`src/rtl/pfl_pkg.sv`:
```
package pfl_pkg;
  typedef enum logic [2:0] {
    OP_STANDBY = 3'd0,
    OP_READ    = 3'd1,
    OP_WRITE   = 3'd2,
    OP_OUTDIS  = 3'd3,
    OP_RESET   = 3'd4
  } bus_op_e;

  typedef struct packed {
    logic rst_n;
    logic ce_n;
    logic oe_n;
    logic we_n;
    logic adv_n;
    logic bclk;
  } pins_t;

  localparam pins_t PINS_IDLE = '{rst_n: 1'b0, ce_n: 1'b1, oe_n: 1'b1,
                                  we_n: 1'b1, adv_n: 1'b1, bclk: 1'b0};
endpackage

```
`src/rtl/pfl_sync.sv`:
```
module pfl_sync #(
  parameter int          W       = 1,
  parameter logic [W-1:0] RST_VAL = '0
) (
  input  logic         clk_i,
  input  logic         rst_ni,
  input  logic [W-1:0] d_i,
  output logic [W-1:0] q_o
);
  logic [W-1:0] s1_q, s2_q;

  always_ff @(posedge clk_i or negedge rst_ni) begin
    if (!rst_ni) begin
      s1_q <= RST_VAL;
      s2_q <= RST_VAL;
    end else begin
      s1_q <= d_i;
      s2_q <= s1_q;
    end
  end

  assign q_o = s2_q;
endmodule

```
`src/rtl/pfl_decode.sv`:
```
module pfl_decode
  import pfl_pkg::*;
(
  input  pins_t   pins_i,
  output bus_op_e op_o
);
  always_comb begin
    if (!pins_i.rst_n)                     op_o = OP_RESET;
    else if (pins_i.ce_n)                  op_o = OP_STANDBY;
    else if (!pins_i.oe_n && pins_i.we_n)  op_o = OP_READ;
    else if (pins_i.oe_n && !pins_i.we_n)  op_o = OP_WRITE;
    else if (pins_i.oe_n && pins_i.we_n)   op_o = OP_OUTDIS;
    else                                   op_o = OP_STANDBY; // undefined combination
  end
endmodule

```
`src/rtl/pfl_addr_latch.sv`:
```
module pfl_addr_latch #(
  parameter int AW = 23
) (
  input  logic          clk_i,
  input  logic          rst_ni,
  input  logic          sync_mode_i,
  input  logic          dev_rst_n_i,
  input  logic          adv_n_i,
  input  logic          adv_prev_n_i,
  input  logic          bclk_rise_i,
  input  logic [AW-1:0] addr_i,
  input  logic [AW-1:0] addr_prev_i,
  output logic [AW-1:0] addr_o
);
  logic [AW-1:0] hold_q;
  logic          done_q;
  logic          adv_fall, adv_rise;

  assign adv_fall = !adv_n_i && adv_prev_n_i;
  assign adv_rise = adv_n_i && !adv_prev_n_i;

  always_ff @(posedge clk_i or negedge rst_ni) begin
    if (!rst_ni) begin
      hold_q <= '0;
      done_q <= 1'b0;
    end else if (!dev_rst_n_i) begin
      done_q <= 1'b0;
    end else if (!sync_mode_i) begin
      done_q <= 1'b0;
      if (!adv_n_i) hold_q <= addr_i;
    end else if (adv_fall) begin
      // new low phase: clock edge in the same sample already captures
      done_q <= bclk_rise_i;
      if (bclk_rise_i) hold_q <= addr_i;
    end else if (!adv_n_i) begin
      if (!done_q && bclk_rise_i) begin
        hold_q <= addr_i;
        done_q <= 1'b1;
      end
    end else if (adv_rise && !done_q) begin
      hold_q <= addr_prev_i;
      done_q <= 1'b1;
    end
  end

  assign addr_o = (!sync_mode_i && !adv_n_i) ? addr_i : hold_q;
endmodule

```
`src/rtl/pfl_array.sv`:
```
module pfl_array #(
  parameter int DW    = 16,
  parameter int IDX_W = 4,
  localparam int DEPTH = 1 << IDX_W
) (
  input  logic             clk_i,
  input  logic             rst_ni,
  input  logic             we_i,
  input  logic [IDX_W-1:0] widx_i,
  input  logic [DW-1:0]    wdata_i,
  input  logic [IDX_W-1:0] ridx_i,
  output logic [DW-1:0]    rdata_o
);
  logic [DW-1:0] mem_q [DEPTH];

  always_ff @(posedge clk_i or negedge rst_ni) begin
    if (!rst_ni) begin
      for (int i = 0; i < DEPTH; i++) mem_q[i] <= '0;
    end else if (we_i) begin
      mem_q[widx_i] <= wdata_i;
    end
  end

  assign rdata_o = mem_q[ridx_i];
endmodule

```
`src/rtl/pfl_front.sv`:
```
module pfl_front
  import pfl_pkg::*;
#(
  parameter int   AW        = 23,
  parameter int   DW        = 16,
  parameter int   BANK_BITS = 1,
  parameter int   WORD_BITS = 3,
  parameter logic WAIT_IDLE = 1'b0,
  localparam int  IDX_W     = BANK_BITS + WORD_BITS
) (
  input  logic          clk_i,
  input  logic          rst_ni,
  input  logic          sync_mode_i,
  input  logic          bus_clk_i,
  input  logic          ce_ni,
  input  logic          oe_ni,
  input  logic          we_ni,
  input  logic          adv_ni,
  input  logic          dev_rst_ni,
  input  logic [AW-1:0] addr_i,
  input  logic [DW-1:0] dq_i,
  output logic [DW-1:0] dq_o,
  output logic          dq_oe_o,
  output logic          wait_o,
  output logic          wait_oe_o,
  output logic [2:0]    bus_op_o
);
  pins_t           pins_raw, pins_s, pins_p;
  logic [AW+DW-1:0] bus_s;
  logic [AW-1:0]   addr_s, addr_p, eff_addr, eff_p;
  logic [DW-1:0]   dq_s, dq_p, rdata;
  logic            mode_s;
  bus_op_e         op, op_p;
  logic            wr_stb;
  logic [IDX_W-1:0] ridx, widx;

  assign pins_raw = '{rst_n: dev_rst_ni, ce_n: ce_ni, oe_n: oe_ni,
                      we_n: we_ni, adv_n: adv_ni, bclk: bus_clk_i};

  pfl_sync #(.W($bits(pins_t)), .RST_VAL(PINS_IDLE)) u_sync_pins (
    .clk_i, .rst_ni, .d_i(pins_raw), .q_o(pins_s)
  );

  pfl_sync #(.W(AW+DW), .RST_VAL('0)) u_sync_bus (
    .clk_i, .rst_ni, .d_i({addr_i, dq_i}), .q_o(bus_s)
  );

  pfl_sync #(.W(1), .RST_VAL(1'b0)) u_sync_mode (
    .clk_i, .rst_ni, .d_i(sync_mode_i), .q_o(mode_s)
  );

  assign addr_s = bus_s[AW+DW-1:DW];
  assign dq_s   = bus_s[DW-1:0];

  pfl_decode u_decode (.pins_i(pins_s), .op_o(op));

  always_ff @(posedge clk_i or negedge rst_ni) begin
    if (!rst_ni) begin
      pins_p <= PINS_IDLE;
      addr_p <= '0;
      dq_p   <= '0;
      eff_p  <= '0;
      op_p   <= OP_RESET;
    end else begin
      pins_p <= pins_s;
      addr_p <= addr_s;
      dq_p   <= dq_s;
      eff_p  <= eff_addr;
      op_p   <= op;
    end
  end

  pfl_addr_latch #(.AW(AW)) u_addr (
    .clk_i, .rst_ni,
    .sync_mode_i (mode_s),
    .dev_rst_n_i (pins_s.rst_n),
    .adv_n_i     (pins_s.adv_n),
    .adv_prev_n_i(pins_p.adv_n),
    .bclk_rise_i (pins_s.bclk && !pins_p.bclk),
    .addr_i      (addr_s),
    .addr_prev_i (addr_p),
    .addr_o      (eff_addr)
  );

  // first rise of WE# or CE# closing a write; a joint rise is one strobe
  assign wr_stb = (op_p == OP_WRITE) && pins_s.rst_n &&
                  ((pins_s.we_n && !pins_p.we_n) || (pins_s.ce_n && !pins_p.ce_n));

  generate
    if (BANK_BITS > 0) begin : g_bank
      assign ridx = {eff_addr[AW-1 -: BANK_BITS], eff_addr[WORD_BITS-1:0]};
      assign widx = {eff_p[AW-1 -: BANK_BITS], eff_p[WORD_BITS-1:0]};
    end else begin : g_flat
      assign ridx = eff_addr[WORD_BITS-1:0];
      assign widx = eff_p[WORD_BITS-1:0];
    end
  endgenerate

  pfl_array #(.DW(DW), .IDX_W(IDX_W)) u_array (
    .clk_i, .rst_ni,
    .we_i   (wr_stb),
    .widx_i (widx),
    .wdata_i(dq_p),
    .ridx_i (ridx),
    .rdata_o(rdata)
  );

  assign dq_o      = rdata;
  assign dq_oe_o   = (op == OP_READ);
  assign wait_oe_o = (op == OP_READ);
  assign wait_o    = WAIT_IDLE;
  assign bus_op_o  = op;
endmodule

```
`config.mk`:
```
export PLATFORM = sky130hd
export DESIGN_NAME = pfl_front
export DESIGN_NICKNAME = d
export VERILOG_FILES = /design/src/rtl/pfl_pkg.sv /design/src/rtl/pfl_sync.sv /design/src/rtl/pfl_decode.sv /design/src/rtl/pfl_addr_latch.sv /design/src/rtl/pfl_array.sv /design/src/rtl/pfl_front.sv
export SDC_FILE = /design/constraint.sdc
export NUM_CORES = 1
export LEC_CHECK = 0
export BUFFER_PORTS_ARGS = -buffer_cell sky130_fd_sc_hd__buf_2
export CORE_ASPECT_RATIO = 1.25
export CORE_MARGIN = 2
export CORE_UTILIZATION = 50
export DETAILED_ROUTE_END_ITERATION = 12
export GPL_TIMING_DRIVEN = 0
export PLACE_DENSITY = 0.76
export SLEW_MARGIN = 5
export SYNTH_ARGS = -nofsm -noshare
export SYNTH_HDL_FRONTEND = slang
export SYNTH_SLANG_ARGS = --single-unit
```
`constraint.sdc`:
```
create_clock -name clk_i -period 2.15 [get_ports clk_i]
set_input_delay 0.215 -clock clk_i [delete_from_list [all_inputs] [get_ports clk_i]]
set_output_delay 0.215 -clock clk_i [all_outputs]
set_load 0.1 [all_outputs]
```
### Word level (Yosys, flattened, before mapping)

Cells that the tools add are included.

* flip-flop bits (word level): 441
* bits of input ports: 48
* output and inout port bits: 22
* logic and storage cells: 96

* bitwise operators: 2
* magnitude comparators: 3
* mux-type cells: 25
* reductions and logical operators: 26
* equality and inequality tests: 8

Operators with widths (count)
* $bwmux W256: 1
* $mux W23: 8
* $bmux W16 S4: 1
* $demux W16 S4: 1
* $mux W16: 3
* $logic_and A1 B1 Y1: 14
* $mux W3: 4
* $ge A5 B5 Y1 const B: 2
* $ne A5 B3 Y1 const B: 2
* $not A4 Y5: 2
* $logic_not A1 Y1: 9
* $mux W1: 6
* $lt A5 B1 Y1 const B: 1
* $reduce_and A5 Y1: 1
* $ne A4 B2 Y1 const B: 1
* $eq A3 B1 Y1 const B: 1
* $eq A3 B2 Y1 const B: 1
* $ne A3 B1 Y1 const B: 1
* $ne A3 B2 Y1 const B: 1
* $mux W2: 1
* $ne A2 B1 Y1 const B: 1
* $reduce_and A2 Y1: 1
* $logic_or A1 B1 Y1: 1

### Logic depth before layout (Yosys ltp)

* depth in word-level cells: 8
* depth in mapped cells: 8
* gate-level depth less buffers: 5

### By module

A second synthesis with hierarchy kept.

* cell total of the unflattened synthesis: 977
* area, all modules: 16731.0 µm²

By module, submodules not included
* pfl_array: cells an instance 712, area each 11587.4 µm², times used 1, sequential area each 6406.1 µm²
* pfl_sync (u_sync_bus): cells an instance 78, area each 1951.9 µm², times used 1, sequential area each 1951.9 µm²
* pfl_addr_latch: cells an instance 111, area each 1488.9 µm², times used 1, sequential area each 600.6 µm²
* pfl_front: cells an instance 59, area each 1321.3 µm², times used 1, sequential area each 1256.2 µm²
* pfl_sync (u_sync_pins): cells an instance 12, area each 310.3 µm², times used 1, sequential area each 310.3 µm²
* pfl_sync (u_sync_mode): cells an instance 2, area each 50.0 µm², times used 1, sequential area each 50.0 µm²
* pfl_decode: cells an instance 3, area each 21.3 µm², times used 1, sequential area each 0.0 µm²

### Least setup slack after synthesis

OpenSTA, ideal clock, no wires.

* path kind: flip-flop to output port
* start: reg u_sync_pins.s2_q[5], in the netlist u_sync_pins.q_o[5]
* end: out wait_oe_o
* buffers on the path: 1
* arrival: 4954 ps
* data required time: 1935 ps
* cell stages (with the launch flop): 5
* setup slack: -3019 ps
* cells stage by stage: dfrtp_1 > inv_2 > nor3b_1 > nor2b_1 > buf_4

* word-level cells in the longest chain between the ends: 2

RTL lines
* start: declaration: line pfl_sync.sv:10 `logic [W-1:0] s1_q, s2_q;`
* start signal: assignment: line pfl_sync.sv:18 `s2_q <= s1_q;`
* $mux W3: line pfl_decode.sv:8 `if (!pins_i.rst_n) op_o = OP_RESET;`
* via bus_op_o[2]: line pfl_front.sv:26 `output logic [2:0] bus_op_o`
* $eq A3 B1 Y1
* end: declaration: line pfl_front.sv:25 `output logic wait_oe_o,`

The timed path passes the listed nets, and every way through them passes these cells.

### Worst setup path after layout

* start: reg u_sync_pins.s2_q[1], in the netlist u_sync_pins.q_o[1]
* end: out dq_o[4]

* word-level cells in the longest chain between the ends: 7

RTL lines
* $logic_not A1 Y1
* $logic_and A1 B1 Y1: line pfl_addr_latch.sv:46 `assign addr_o = (!sync_mode_i && !adv_n_i) ? addr_i : hold_q;`
* $mux W23: line pfl_addr_latch.sv:46
* $not A4 Y5 (not written as such): line pfl_array.sv:24 `assign rdata_o = mem_q[ridx_i];`
* $bmux W16 S4: line pfl_array.sv:24
* $mux W16 (not written as such) (2 in series): line pfl_array.sv:24
* end: declaration: line pfl_front.sv:22 `output logic [DW-1:0] dq_o,`

Every way passes these cells. The select of a mux whose other input is x is not followed.

==> flow_summary.yaml <==
route:
  drc: 0
  via_count: 11600
  drt-wirelength-per-cell_um: 29.8
  first_pass_iters: 6
  viasPerCell: 6.58
  wl_mm: 52.3
  drt_iter0_markers: 1310
  ant_nets: 0
place:
  dp.cells: 1545
  pre_cts_slack_ns: -1.26
  place_area_um2: 16200
  gp_congestion: 0.867
  port_buffers: 49
  dp_hpwl_mm: 25.1
yosys:
  syn_nets: 1145
  synth_cell_type_count: 41
  yosysSeqAreaShare: 0.590
  netlist_instances: 1097
  synth_commonest_cells: "dfrtp_1, mux2_2, o21ai_0"
  syn_avg_cell_area_um2: 13.4
  synth_top_cell_area_share: 0.569
  synth.most_common_cell: "dfrtp_1"
  synth.area.top_cells: "dfrtp_1, mux2_2, mux2i_1"
  synth-warning-count: 0
  dominantRegCellSynth: "dfrtp_1"
  synth_top_cell_by_area: "dfrtp_1"
  synth_edf_count: 0
  synth_area_um2: 14700
  synth-seq-cells: 346
  ys_async_sr_fraction: 1.00
floorplan:
  core.rowCount: 70
  coreArea_um2: 29100
  fp.dieW_um: 157
  die_h_um: 196
  dieArea_um2: 30800
  ios: 70
  initial_utilization: 0.505
clocking:
  cts_tree: "yes"
  cts_root_buf: "clkbuf_16"
  cts_buffers: 35
  clk_pin_slew_ns: 0.06
  clock-sinks: 346
  worstSkewPairLatency_ns: 0.57
  clockBufferDepth: 3
  htree_levels: 2
power_and_ir_drop:
  p_leak_nw: 9.57
  total_power_mw: 18.6
  power.density_nw_per_um2: 900
  ir_drop_uv: 791
layout:
  final_util: 0.712
  antenna-diode-count: 0
  syn_to_final_growth_pct: 40.9
  layout.cells.non_filler: 1757
  design_area_um2: 20700
  drive_gt1_frac: 0.518
  final_nets: 1384
global_route:
  grt_max_degree: 119
  grt_use_total: 0.321
  grt_pass1_wl_mm: 73.2
  grt_overflow: 0
  grt_pass1_vias: 11900
  antenna_found_initial: 0
sta:
  fmax_mhz: 310
  setup_viol: 272
  rsz0062_at_grt: "true"
  finalMaxSlewViolations: 0
  period_needed_ns: 3.23
  worst_slack_ns: -1.08
  fin_skew_ns: 0.0219
  fin_crit_sh: 1.50
  holdWs_ns: 0.171
  slew_headroom: 0.521
  setup_tns_ns: -50.80
  hold_violations: 0
  worstMarginPinSlew_ns: 0.719
run:
  maxCapViolCount: 0
critical_path:
  arrival_ns: 3.01
  rrSetupSlack_ns: -0.22
  cp-start-kind: "flop"
  end_kind: "output port"
  cp_max_fo: 10
  required_ns: 1.93
  crit_type: "flop to output port"
min_path:
  worstHoldPathType: "primary input to async pin"
status:
  violations: "setup timing"
  status: "complete, but fails checks"
## cell type report
class | instances | area (µm²)
Timing Repair Buffer | 206 | 2490
Multi-Input combinational cell | 654 | 6740
Clock buffer | 50 | 1020
Buffer | 88 | 1170
Inverter | 5 | 28.8
Sequential cell | 346 | 8670
Fill cell | 1738 | 8370
Clock inverter | 12 | 96.3
Tap cell | 396 | 495
## state kept, by name (all words and copies together), names as in the netlist
register / cells
eff_p: 4
u_sync_mode.s1_q: 1
op_p: 3
u_sync_bus.s1_q: 20
u_array.mem_q: 256
u_addr.done_q: 1
u_addr.hold_q: 4
addr_p: 4
u_sync_pins.q_o: 6
u_sync_bus.q_o: 20
u_sync_pins.s1_q: 6
pins_p: 4
dq_p: 16
u_sync_mode.q_o: 1
## final timing paths
| check | endpoint | from | cells past startpoint |
|---|---|---|---|
| max | dq_o[4] | u_sync_pins.q_o[1]$_DFF_PN1_ | 9 |
| max reg2reg | u_array.mem_q[133]$_DFFE_PN0P_ | u_sync_pins.q_o[2]$_DFF_PN1_ | 8 |
| min reg2reg | dq_p[7]$_DFF_PN0_ | u_sync_bus.q_o[7]$_DFF_PN0_ | 0 |
| min | dq_p[15]$_DFF_PN0_ | rst_ni | 2 |
| min in group clk_i | u_sync_bus.s1_q[9]$_DFF_PN0_ | dq_i[9] | 2 |
| max in group asynchronous | u_sync_bus.s1_q[7]$_DFF_PN0_ | rst_ni | 4 |
## worst max-delay path, stage by stage (launching register included)
cell and delay [ns]:
dfstp_2 0.40, buf_6 0.12, buf_6 0.12, or3b_2 0.58
buf_4 0.24, nand3_1 0.10, nand3_1 0.23, nand4_1 0.34
o2bb2ai_4 0.13, buf_12 0.18
## placed cells by master, fill, tap and decap left out, drive strengths merged, types with 10 or more instances in the layout
cell           n
o21ai         69
dfstp         12
nand4         19
a21oi         35
clkbuf       114
o2bb2ai       16
dfrtp        334
mux2         264
nor3          32
buf          201
nand2         10
nand3         73
o221ai        32
mux2i         65
dlygate4sd3   28
## repair_timing
item,4_1_cts,5_1_grt
endpoints found under the setup margin,236,267
hold buffers,28,0
gates resized for setup,356,86
endpoints found under the hold margin,75,0
pin swaps,46,32
gates cloned,24,4
buffers inserted,77,26
## cells by family (layout without fill, tap and decap cells)
group | after synthesis | count (layout) | share of synthesized area
mux | 329 | 329 | 0.247
compound gates | 160 | 160 | 0.0695
buf+inv | 98 | 361 | 0.0307
simple gates | 163 | 164 | 0.0628
other cells | 1 | 1 | 0.000255
flops | 346 | 346 | 0.590
## where the power goes
group | internal (mW) | total [mW] | switching (mW)
Sequential | 6.82 | 7.10 | 0.274
Clock | 3.45 | 6.15 | 2.70
Combinational | 2.16 | 5.40 | 3.24
## metal layers
metal | global-route usage | part of all wire | wire [µm]
met1 | 0.398 | 0.35 | 18400
met2 | 0.511 | 0.46 | 24300
met3 | 0.0736 | 0.097 | 5060
met4 | 0.194 | 0.088 | 4580
met5 | 0 | 0 | 0
(Power assumes the default switching activity.)
